===== config.mk =====
export PLATFORM = sky130hd
export DESIGN_NAME = dma_host_regs
export DESIGN_NICKNAME = d
export VERILOG_FILES = /design/src/rtl/dma_host_regs.sv
export SDC_FILE = /design/constraint.sdc
export NUM_CORES = 1
export LEC_CHECK = 0
export CAP_MARGIN = 20
export CORE_UTILIZATION = 40
export DETAILED_ROUTE_END_ITERATION = 8
export PLACE_DENSITY = 0.62
export SETUP_SLACK_MARGIN = 0.5
export SKIP_CTS_REPAIR_TIMING = 1
export SLEW_MARGIN = 5
export SYNTH_ARGS = -nofsm -noshare
export SYNTH_HDL_FRONTEND = slang
export SYNTH_SLANG_ARGS = --single-unit
export TNS_END_PERCENT = 10

===== constraint.sdc =====
create_clock -name clk -period 4 [get_ports clk]
set_input_delay 0.4 -clock clk [delete_from_list [all_inputs] [get_ports clk]]
set_output_delay 0.4 -clock clk [all_outputs]
set_load 0.01 [all_outputs]

===== src/rtl/dma_host_regs.sv =====
module dma_host_regs (
  input  logic        clk,
  input  logic        rst_n,
  input  logic [3:0]  port_sel,
  input  logic        wr_en,
  input  logic        rd_en,
  input  logic [7:0]  wdata,
  output logic [7:0]  rdata,
  input  logic [3:0]  xfer_step,
  input  logic [3:0]  req_pending,
  output logic [3:0]  chan_mask,
  output logic [7:0]  cmd_out,
  output logic [23:0] mode_out
);
  logic [15:0] base_a [4];
  logic [15:0] base_c [4];
  logic [15:0] cur_a  [4];
  logic [15:0] cur_c  [4];
  logic [5:0]  mode   [4];
  logic [3:0]  mask, tc, tc_hit, tc_next;
  logic [7:0]  cmd;
  logic        ptr;
  logic [15:0] rsel;

  wire chan_port = ~port_sel[3];
  wire chan_acc  = (rd_en | wr_en) & chan_port;
  wire stat_rd   = rd_en & (port_sel == 4'h8);
  wire mclr      = wr_en & (port_sel == 4'hD);

  assign chan_mask = mask;
  assign cmd_out   = cmd;

  genvar g;
  generate
    for (g = 0; g < 4; g++) begin : g_ch
      assign mode_out[6*g +: 6] = mode[g];
      assign tc_hit[g] = xfer_step[g] & (cur_c[g] == 16'h0);

      AST_CNT_FLOOR: assert property (@(posedge clk) disable iff (!rst_n)
        (tc_hit[g] && !mode[g][2] && !(wr_en && chan_port && port_sel[2:1] == 2'(g)))
        |=> cur_c[g] == 16'h0);
      AST_TC_SET: assert property (@(posedge clk) disable iff (!rst_n)
        (tc_hit[g] && !mclr) |=> tc[g]);
    end
  endgenerate

  assign tc_next = mclr ? 4'h0 : ((stat_rd ? 4'h0 : tc) | tc_hit);

  always_ff @(posedge clk or negedge rst_n) begin
    if (!rst_n) begin
      ptr  <= 1'b0;
      mask <= 4'hF;
      cmd  <= 8'h00;
      tc   <= 4'h0;
      for (int i = 0; i < 4; i++) begin
        base_a[i] <= '0;
        base_c[i] <= '0;
        cur_a[i]  <= '0;
        cur_c[i]  <= '0;
        mode[i]   <= '0;
      end
    end else begin
      tc <= tc_next;
      if (chan_acc) ptr <= ~ptr;
      if (wr_en) begin
        case (port_sel)
          4'h8: cmd <= wdata;
          4'hA: mask[wdata[1:0]] <= wdata[2];
          4'hB: mode[wdata[1:0]] <= wdata[7:2];
          4'hC: ptr <= 1'b0;
          4'hD: begin ptr <= 1'b0; cmd <= 8'h00; mask <= 4'hF; end
          4'hE: mask <= 4'h0;
          4'hF: mask <= wdata[3:0];
          default: ;
        endcase
      end
      for (int i = 0; i < 4; i++) begin
        if (xfer_step[i]) begin
          if (cur_c[i] != 16'h0) begin
            cur_c[i] <= cur_c[i] - 16'd1;
            cur_a[i] <= mode[i][3] ? cur_a[i] - 16'd1 : cur_a[i] + 16'd1;
          end else if (mode[i][2]) begin
            cur_a[i] <= base_a[i];
            cur_c[i] <= base_c[i];
          end
        end
        if (wr_en && chan_port && port_sel[2:1] == 2'(i)) begin
          if (!port_sel[0]) begin
            if (ptr) begin base_a[i][15:8] <= wdata; cur_a[i][15:8] <= wdata; end
            else     begin base_a[i][7:0]  <= wdata; cur_a[i][7:0]  <= wdata; end
          end else begin
            if (ptr) begin base_c[i][15:8] <= wdata; cur_c[i][15:8] <= wdata; end
            else     begin base_c[i][7:0]  <= wdata; cur_c[i][7:0]  <= wdata; end
          end
        end
      end
    end
  end

  always_comb begin
    rsel  = port_sel[0] ? cur_c[port_sel[2:1]] : cur_a[port_sel[2:1]];
    rdata = 8'h00;
    if (chan_port)                rdata = ptr ? rsel[15:8] : rsel[7:0];
    else if (port_sel == 4'h8)    rdata = {req_pending, tc};
  end

  AST_PTR_TOGGLE: assert property (@(posedge clk) disable iff (!rst_n)
    chan_acc |=> ptr != $past(ptr));
  AST_PTR_CLEAR: assert property (@(posedge clk) disable iff (!rst_n)
    (wr_en && port_sel == 4'hC) |=> !ptr);
  AST_MCLR: assert property (@(posedge clk) disable iff (!rst_n)
    mclr |=> (chan_mask == 4'hF && cmd_out == 8'h00 && !ptr));
  AST_STAT_CLR: assert property (@(posedge clk) disable iff (!rst_n)
    (stat_rd && xfer_step == 4'h0) |=> tc == 4'h0);
  AST_HIGH_PORT_READ: assert property (@(posedge clk) disable iff (!rst_n)
    (rd_en && !wr_en && port_sel[3]) |=> $stable(ptr));
endmodule


; Word level (Yosys, flattened, before mapping)
; Index checks and enable logic that the tools add are counted.
[word_totals]
reg_bits = 297
latchBits = 0
mem_bits_rw = 0
romBits = 0
inputBits = 24
wordCells = 194
mem_count = 0
[classes]
n_addsub = 12
multipliers = 0
div = 0
n_lt_le_gt_ge = 5
n_eq_ne = 10
n_shift = 0
n_mux = 83
n_bitwise = 14
n_reduce_logical = 38
[op_table]
columns = op, n
row1 = 2-to-1 mux 16 bit, 49
row2 = 2-to-1 mux 8 bit, 19
row3 = subtractor 16 x 1 -> 16 bit (second input constant), 8
row4 = adder 16 x 1 -> 16 bit (second input constant), 4
row5 = binary-select mux 16 bit (select 2 bit), 2
row6 = zero test 16 bit, 4
row7 = nonzero test 16 bit, 4
row8 = AND reduction 3 bit, 16
row9 = == test 4 bit (second input constant), 7
row10 = bitwise mux 24 bit, 1
row11 = one-hot mux 4 bit (4 select lines), 1
row12 = one-hot mux 8 bit (2 select lines), 1
row13 = demux 6 bit (select 2 bit), 1
row14 = 2-to-1 mux 4 bit, 2
row15 = AND 1 bit, 7
row16 = logical AND 1 bit, 7
row17 = >= comparator 3 bit (second input constant), 2
row18 = 2-to-1 mux 6 bit, 1
row19 = inverter 2 -> 3 bit, 2
row20 = AND reduction 2 bit, 3
row21 = bitwise mux 4 bit, 1
row22 = == test 2 bit (second input constant), 2
row23 = 2-to-1 mux 1 bit, 4
row24 = OR 4 bit, 1
row25 = 11 further kinds, 13

; Longest topological paths before layout
; Gate-level depths: netlist of the first run.
[logic_depth]
ltp_word = 7
mapped_depth = 12

; Worst setup path before layout of the first run
; OpenSTA, ideal clock, no wires.
[synth_path]
path_kind = register to register
startpoint = register mode (netlist bit mode_out[15])
endpoint = register cur_a[28] (netlist bit)
setup_ps = 132
t_arrival_ps = 2772
required_ps = 3868
path_slack_ps = 1096
path_stages_with_launch = 10
path_buffers = 0
path_cell_list = dfrtp_1 ha_1 a21o_1 a21o_1 a21oi_1 o21ai_0 a2111o_1 a211o_1 a41oi_1 o21ai_1
[synth_between]
elab_chain_cells = 6
[synth_rtl]
columns = element, line
row1 = from (decl), 19  ; logic [5:0] mode [4];
row2 = "from (signal, indexed assignment)", 69  ; 4'hB: mode[wdata[1:0]] <= wdata[7:2];
row3 = 2-to-1 mux 16 bit *, 81  ; cur_a[i] <= mode[i][3] ? cur_a[i] - 16'd1 : cur_a[i] + 16'd1;
row4 = 2-to-1 mux 16 bit *, 79  ; if (cur_c[i] != 16'h0) begin
row5 = 2-to-1 mux 16 bit *, 78  ; if (xfer_step[i]) begin
row6 = 2-to-1 mux 8 bit, 89  ; if (ptr) begin base_a[i][15:8] <= wdata; cur_a[i][15:8] <= wdata; end
row7 = 2-to-1 mux 16 bit, 88  ; if (!port_sel[0]) begin
row8 = 2-to-1 mux 16 bit *, 87  ; if (wr_en && chan_port && port_sel[2:1] == 2'(i)) begin
row9 = "to (signal, indexed assignment)", 81
row10 = "to (signal, indexed assignment)", 89
row11 = "to (signal, indexed assignment)", 90  ; else begin base_a[i][7:0] <= wdata; cur_a[i][7:0] <= wdata; end
row12 = to (decl), 17  ; logic [15:0] cur_a [4];
; Every way passes the cells marked *; elsewhere a longest branch is shown, timed or not.
; A chain may end at the register's enable or synchronous reset.

; Worst setup path in the final report of the first run
[layout_path]
startpoint = input port_sel[1]
endpoint = output rdata[6]
[layout_between]
elab_chain_cells = 7
[layout_rtl]
columns = element, line
row1 = from (decl), 4  ; input logic [3:0] port_sel,
row2 = inverter 2 -> 3 bit (not written as such), 101  ; rsel = port_sel[0] ? cur_c[port_sel[2:1]] : cur_a[port_sel[2:1]];
row3 = binary-select mux 16 bit (select 2 bit), 101
row4 = 2-to-1 mux 16 bit (not written as such) (2 in a row), 101
row5 = 2-to-1 mux 16 bit, 101
row6 = 2-to-1 mux 8 bit, 103  ; if (chan_port) rdata = ptr ? rsel[15:8] : rsel[7:0];
row7 = 2-to-1 mux 8 bit *, 103
row8 = to (decl), 8  ; output logic [7:0] rdata,
; Every way passes the cells marked *; elsewhere a longest branch is shown, timed or not. The select of a mux whose other input is x is not followed.

==> flow_summary_export.csv, run 1 <==
group,metric,value,unit
timing,timing.slew.headroom,20.0,%
synth,synth_edf_count,0,
power_and_ir_drop,ir_worst_vdd,331,uV
synth,synth_top_area_cell,"dfrtp_1",
worst_hold_path,hold_path.class,"in2async",
floorplan,dieWidth,215,um
place,dp.cells,2699,
clocking,clock_latency,0.54,ns
place,gp_congestion,0.995,
synth,synthDistinctLibCells,84,
synth,ys_seq_area_share,40.9,%
setup_path,reg2reg_to,"cur_a[25]",
setup_path,endpoint,"rdata[6]",
floorplan,die_area,46300,um^2
clocking,clkSinkCount,297,
layout,fin_cells,2761,
floorplan,std_cell_rows,77,
synth,syn_area,18200,um^2
floorplan,io_pins,68,
clocking,cts_root_buffer,"clkbuf_16",
layout,final_common_cell,"nand2_1",
timing,final.min_clock_period,3.26,ns
timing,hold_violations,0,
layout,regArea,7440,um^2
layout,diodes,0,
route,ant_nets,0,
floorplan,core,44500,um^2
setup_path,path_class,"in2out",
grt,antenna_found_initial,3,
timing,fin_skew,0.0127,ns
floorplan,initial_core_util,40.8,%
synth,synth_area_leaders,"dfrtp_1 (40%), nand2_1 (11%), mux4_2 (4.7%)",
floorplan,die_h,215,um
synth,syn_area_per_cell,8.65,um^2
synth,synth-async-reset-ratio,100,%
setup_path,cp.arrival,2.86,ns
power_and_ir_drop,p_comb_share,34.1,%
timing,fmax,307,MHz
setup_path,end_kind,"output pin",
place,dp_hpwl,44600,um
power_and_ir_drop,p_sw_share,39.1,%
layout,drive_above_1_share,9.64,%
setup_path,crit_start,"port_sel[1]",
run,maxCapViolCount,0,
timing,grt_setup_unrepaired,"false",
layout,multi_input_area,10100,um^2
setup_path,worstReg2RegStart,"cur_c[16]",
grt,grt_max_degree,119,
synth,synth_flop_cell,"dfrtp_1",
clocking,cts-buffers-inserted,37,
power_and_ir_drop,clkPwrFrac,25.2,%
power_and_ir_drop,p_sw,5.41,mW
status,status,"completed",
synth,synth_seq_cells,297,
route,wl,62500,um
power_and_ir_drop,p_seq_share,40.7,%
setup_path,worstPathRequired,3.60,ns
synth,synth_cells,2100,
power_and_ir_drop,internal-power,8.43,mW
clocking,clock_path_buffers,3,
timing,drv_slew,0,
grt,grtUsageTotal,27.1,%
route,drtPass1Iterations,8,
synth,yosysTopAreaCellShare,40.4,%
layout,finalNetCount,2235,
power_and_ir_drop,p_leak,9.32,nW
timing,tightest_slew,1.20,ns
timing,timing.setup.tns,0,ns
route,first_iter_violations,1863,
power_and_ir_drop,cellPowerDensity,665,nW/um^2
layout,final_cell_mix,"nand2_1 (523), dfrtp_1 (293), o21ai_0 (161)",
setup_path,path_max_fanout,25,
clocking,cts_tree,"yes",
synth,yosysWarnings,0,
clocking,htree_num_levels,2,
grt,grt_pass1_vias,15900,
grt,grt_pass1_wl,96800,um
layout,nFillCells,4317,
synth,synth_nets,2188,
route,vias_per_cell,6.06,
place,port_buffers,67,
route,drcViolationCount,0,
setup_path,reg2reg_depth,9,
layout,synthToLayoutAreaGrowth,14.5,%
setup_path,reg2reg_slack,0.82,ns
timing,fin_crit_sh,81.4,%
setup_path,cp-start-kind,"primary input",
timing,setup_viol,0,
grt,grt-ovfl-total,0,
route,vias,16700,
route,wl_per_cell,22.6,um
clocking,clkTransAtPathRegs,0.05,ns
power by group through the flow:
| stage | Combinational, mW | Sequential [mW] | Clock [mW] |
|---|---|---|---|
| finish | 4.72 | 5.64 | 3.48 |
| global route | 5.30 | 5.70 | 3.63 |
| CTS | 4.71 | 5.57 | 3.53 |
| detailed placement | 4.68 | 5.60 | 0 |
| global placement | 4.54 | 5.59 | 0 |
| floorplan | 3.63 | 4.75 | 0 |
synthesized netlist by cell type, types with 18 or more instances:
cell      instances
inv_1            52
nand3_1          33
o21ai_0         161
a31oi_1          24
ha_1             60
mux2i_1          19
clkbuf_1         94
xnor2_1          25
a211oi_1         18
a21o_1           24
nor3_1           39
nand2_1         523
o21ai_1          36
o221ai_1         22
mux4_2           38
a21oi_1         146
mux2_2           30
nor3b_1          21
nor2_1          122
dfrtp_1         293
o22ai_1          30
xor2_1           24
metrics by stage:
stage / total power, mW / cell area [um^2] / util [%] / hold slack [ns] / worst slack, ns
after floorplan: 8.39 / 18200 / - / 0.104 / 1.10
after global placement: 10.1 / 19500 / 43.9 / 0.399 / 0.785
after detailed placement: 10.3 / 19600 / 44.0 / 0.398 / 0.765
after CTS: 13.8 / 20800 / 46.7 / -0.171 / 0.762
after global routing: 14.6 / 20800 / 46.7 / 0.477 / 0.586
final: 13.8 / 20800 / 46.7 / 0.411 / 0.743
per-layer routing:
metal	vias up	share of wire, %	global-route usage (%)
met4	4	4.5	12.2
met3	143	8.5	5.24
met2	701	45	41.2
met5	-	0.042	0
li1	7616	-	-
met1	8270	42	37.3
worst min path at each step:
stage               slack (ns)   endpoint  cells past startpoint
floorplan                 0.10  base_a[0]                      0
global placement          0.40  cur_a[59]                      1
detailed placement        0.40  cur_a[61]                      1
CTS                      -0.17  cur_a[22]                      1
global route              0.48  cur_a[62]                      2
finish                    0.41  cur_a[59]                      2
area by class of cell:
type,instances,area share (%)
multi-input cells,1635,48.4
flip-flops and latches,297,35.7
repair buffers,123,5.42
clock buffers,51,4.94
well taps,592,3.56
clock inverters,10,0.962
inverters,53,0.956
kinds of logic after synthesis:
family | share of synthesized area (%)
and+or+nand+nor | 20.8
AOI/OAI and AO/OA | 19.8
adders and majority gates | 4.57
xor gates and xnor gates | 2.36
DFF | 40.9
muxes | 7.91
buffers and inverters | 3.64
flip-flops by register name (all words and copies together) (netlist names):
name / cells
cmd_out: 8
cur_a: 64
ptr: 1
base_c: 64
cur_c: 64
base_a: 64
mode_out: 24
chan_mask: 4
tc: 4
critical path, stage by stage:
cell             delay [ns]
buf_2                  0.46
buf_12                 0.28
mux4_2                 0.52
mux4_2                 0.53
inv_1                  0.08
o21ai_0                0.07
clkdlybuf4s50_1        0.48
(Power assumes the default switching activity.)
==> run 2: changes to the inputs <==
--- a/config.mk
+++ b/config.mk
@@ -8,7 +8,7 @@
 export CAP_MARGIN = 20
 export CORE_UTILIZATION = 40
 export DETAILED_ROUTE_END_ITERATION = 8
-export PLACE_DENSITY = 0.62
+export PLACE_DENSITY = 0.64
 export SETUP_SLACK_MARGIN = 0.5
 export SKIP_CTS_REPAIR_TIMING = 1
 export SLEW_MARGIN = 5
==> constraint.sdc (replaced) <==
create_clock -name clk -period 2.85 [get_ports clk]
set_input_delay 0.285 -clock clk [delete_from_list [all_inputs] [get_ports clk]]
set_output_delay 0.285 -clock clk [all_outputs]
set_load 0.01 [all_outputs]
==> run 2 against run 1 <==
Net effect: sequential power rose by 40%; critical path depth down 2; core utilization increased by 3.3 points; flip-flop and latch count unchanged; critical endpoint unchanged.
==> flow_summary_export.csv, run 2 (synthesis gave the netlist of run 1 again) <==
group,metric,value,unit
route,highest_layer,"met5",
layout,finalNetCount,2335,
grt,grt_pass1_vias,16100,
timing,grt_setup_unrepaired,"true",
timing,setup_viol,0,
power_and_ir_drop,ir_worst_vdd,496,uV
route,wl_per_cell,22.5,um
power_and_ir_drop,p_total,20.4,mW
power_and_ir_drop,cellPowerDensity,915,nW/um^2
clocking,cts_root_buffer,"clkbuf_16",
timing,fmax,374,MHz
place,gp_congestion,0.947,
setup_path,end_kind,"output pin",
setup_path,reg2reg_to,"cur_a[47]",
timing,fin_skew,0.0173,ns
worst_hold_path,hold_path.class,"in2async",
layout,stdcell_area,22300,um^2
floorplan,dieWidth,215,um
clocking,clock_latency,0.56,ns
grt,grt_pass1_wl,97100,um
timing,timing.slew.headroom,47.0,%
timing,tightest_slew,0.793,ns
setup_path,worstReg2RegStart,"mode_out[9]",
place,dp.cells,2744,
clocking,cts-buffers-inserted,36,
place,port_buffers,67,
timing,timing.setup.tns,0,ns
clocking,clkTransAtPathRegs,0.06,ns
place,pre_cts_slack,0.107,ns
place,post_dp_cell_area,20100,um^2
layout,synthToLayoutAreaGrowth,22.6,%
timing,layout_setup_ws,0.174,ns
route,first_iter_violations,1460,
setup_path,reg2reg_depth,10,
floorplan,std_cell_rows,77,
floorplan,io_pins,68,
layout,drive_above_1_share,21.6,%
clocking,htree_num_levels,2,
floorplan,die_h,215,um
layout,diodes,0,
route,ant_nets,0,
layout,utilization,50.1,%
timing,hold_violations,0,
setup_path,path_class,"reg2out",
route,drtPass1Iterations,5,
route,vias,17000,
timing,drv_slew,0,
grt,grtUsageTotal,27.2,%
route,wl_met3,4740,um
timing,fin_crit_sh,93.9,%
route,drcViolationCount,0,
power_and_ir_drop,p_leak,9.82,nW
layout,fin_cells,2864,
route,wl,64400,um
floorplan,core,44500,um^2
place,dp_hpwl,45500,um
setup_path,endpoint,"rdata[6]",
grt,grt_max_degree,80,
clocking,clkSinkCount,297,
setup_path,cp-start-kind,"flop",
clocking,clock_path_buffers,3,
grt,grt-ovfl-total,0,
run,maxCapViolCount,0,
timing,fin_hold_ws,0.269,ns
route,vias_per_cell,5.94,
setup_path,worstPathRequired,2.57,ns
status,status,"completed",
route,wl_met1,27300,um
layout,final_cell_mix,"nand2_1 (519), dfrtp_1 (211), o21ai_0 (143)",
clocking,cts_tree,"yes",
floorplan,initial_core_util,40.8,%
grt,antenna_found_initial,1,
layout,final_common_cell,"nand2_1",
setup_path,reg2reg_slack,0.24,ns
timing,final.min_clock_period,2.68,ns
setup_path,crit_start,"cur_c[30]",
setup_path,cp.arrival,2.39,ns
floorplan,die_area,46300,um^2
route,wl_met2,29200,um
setup_path,path_max_fanout,7,
==> run 2: cell count changes in the layout (fill, tap and decap cells not counted), sizes merged <==
cell / before / now
clkbuf: 51 / 52
clkinvlp: 0 / 4
bufinv: 6 / 3
clkinv: 5 / 7
clkdlybuf4s50: 63 / 56
dlymetal6s2s: 0 / 1
buf: 59 / 162
inv: 52 / 54
==> run 2: report_power, final <==
group | internal [mW] | switching (mW) | leakage [nW]
Sequential | 5.71 | 2.19 | 3.58
Clock | 2.81 | 1.90 | 0.581
Combinational | 3.87 | 3.92 | 5.66
Total | 12.4 | 8.01 | 9.82
==> run 2: area by class of cell <==
type / count / area (um^2)
clock buffers: 48 / 1030
clock inverters: 15 / 168
fillers: 4128 / 22200
inverters: 53 / 199
multi-input cells: 1635 / 10600
flip-flops and latches: 297 / 7550
well taps: 592 / 741
repair buffers: 224 / 2020
==> run 2: routing by layer <==
metal	global-route usage (%)	vias to the layer above
met4	13.2	2
met3	4.95	161
met5	0	-
li1	-	7808
met1	36.7	8375
met2	42.1	654
==> run 2: worst min-delay path by stage <==
| stage | endpoint | slack (ns) | cells past startpoint |
|---|---|---|---|
| 2_1_floorplan | base_a[0] | -0.01 | 0 |
| 4_1_cts | cur_c[38] | -0.31 | 1 |
| 6_report | cur_a[39] | 0.27 | 2 |
| 3_5_place_dp | base_a[39] | 0.27 | 1 |
| 3_3_place_gp | base_a[39] | 0.27 | 1 |
| 5_1_grt | base_a[39] | 0.33 | 2 |
==> run 2: critical path, stage by stage (launching register included) <==
cell and delay (ns):
dfrtp_2 0.48, mux4_2 0.49, mux4_2 0.56, inv_1 0.08
o21ai_0 0.06, dlymetal6s2s_1 0.18
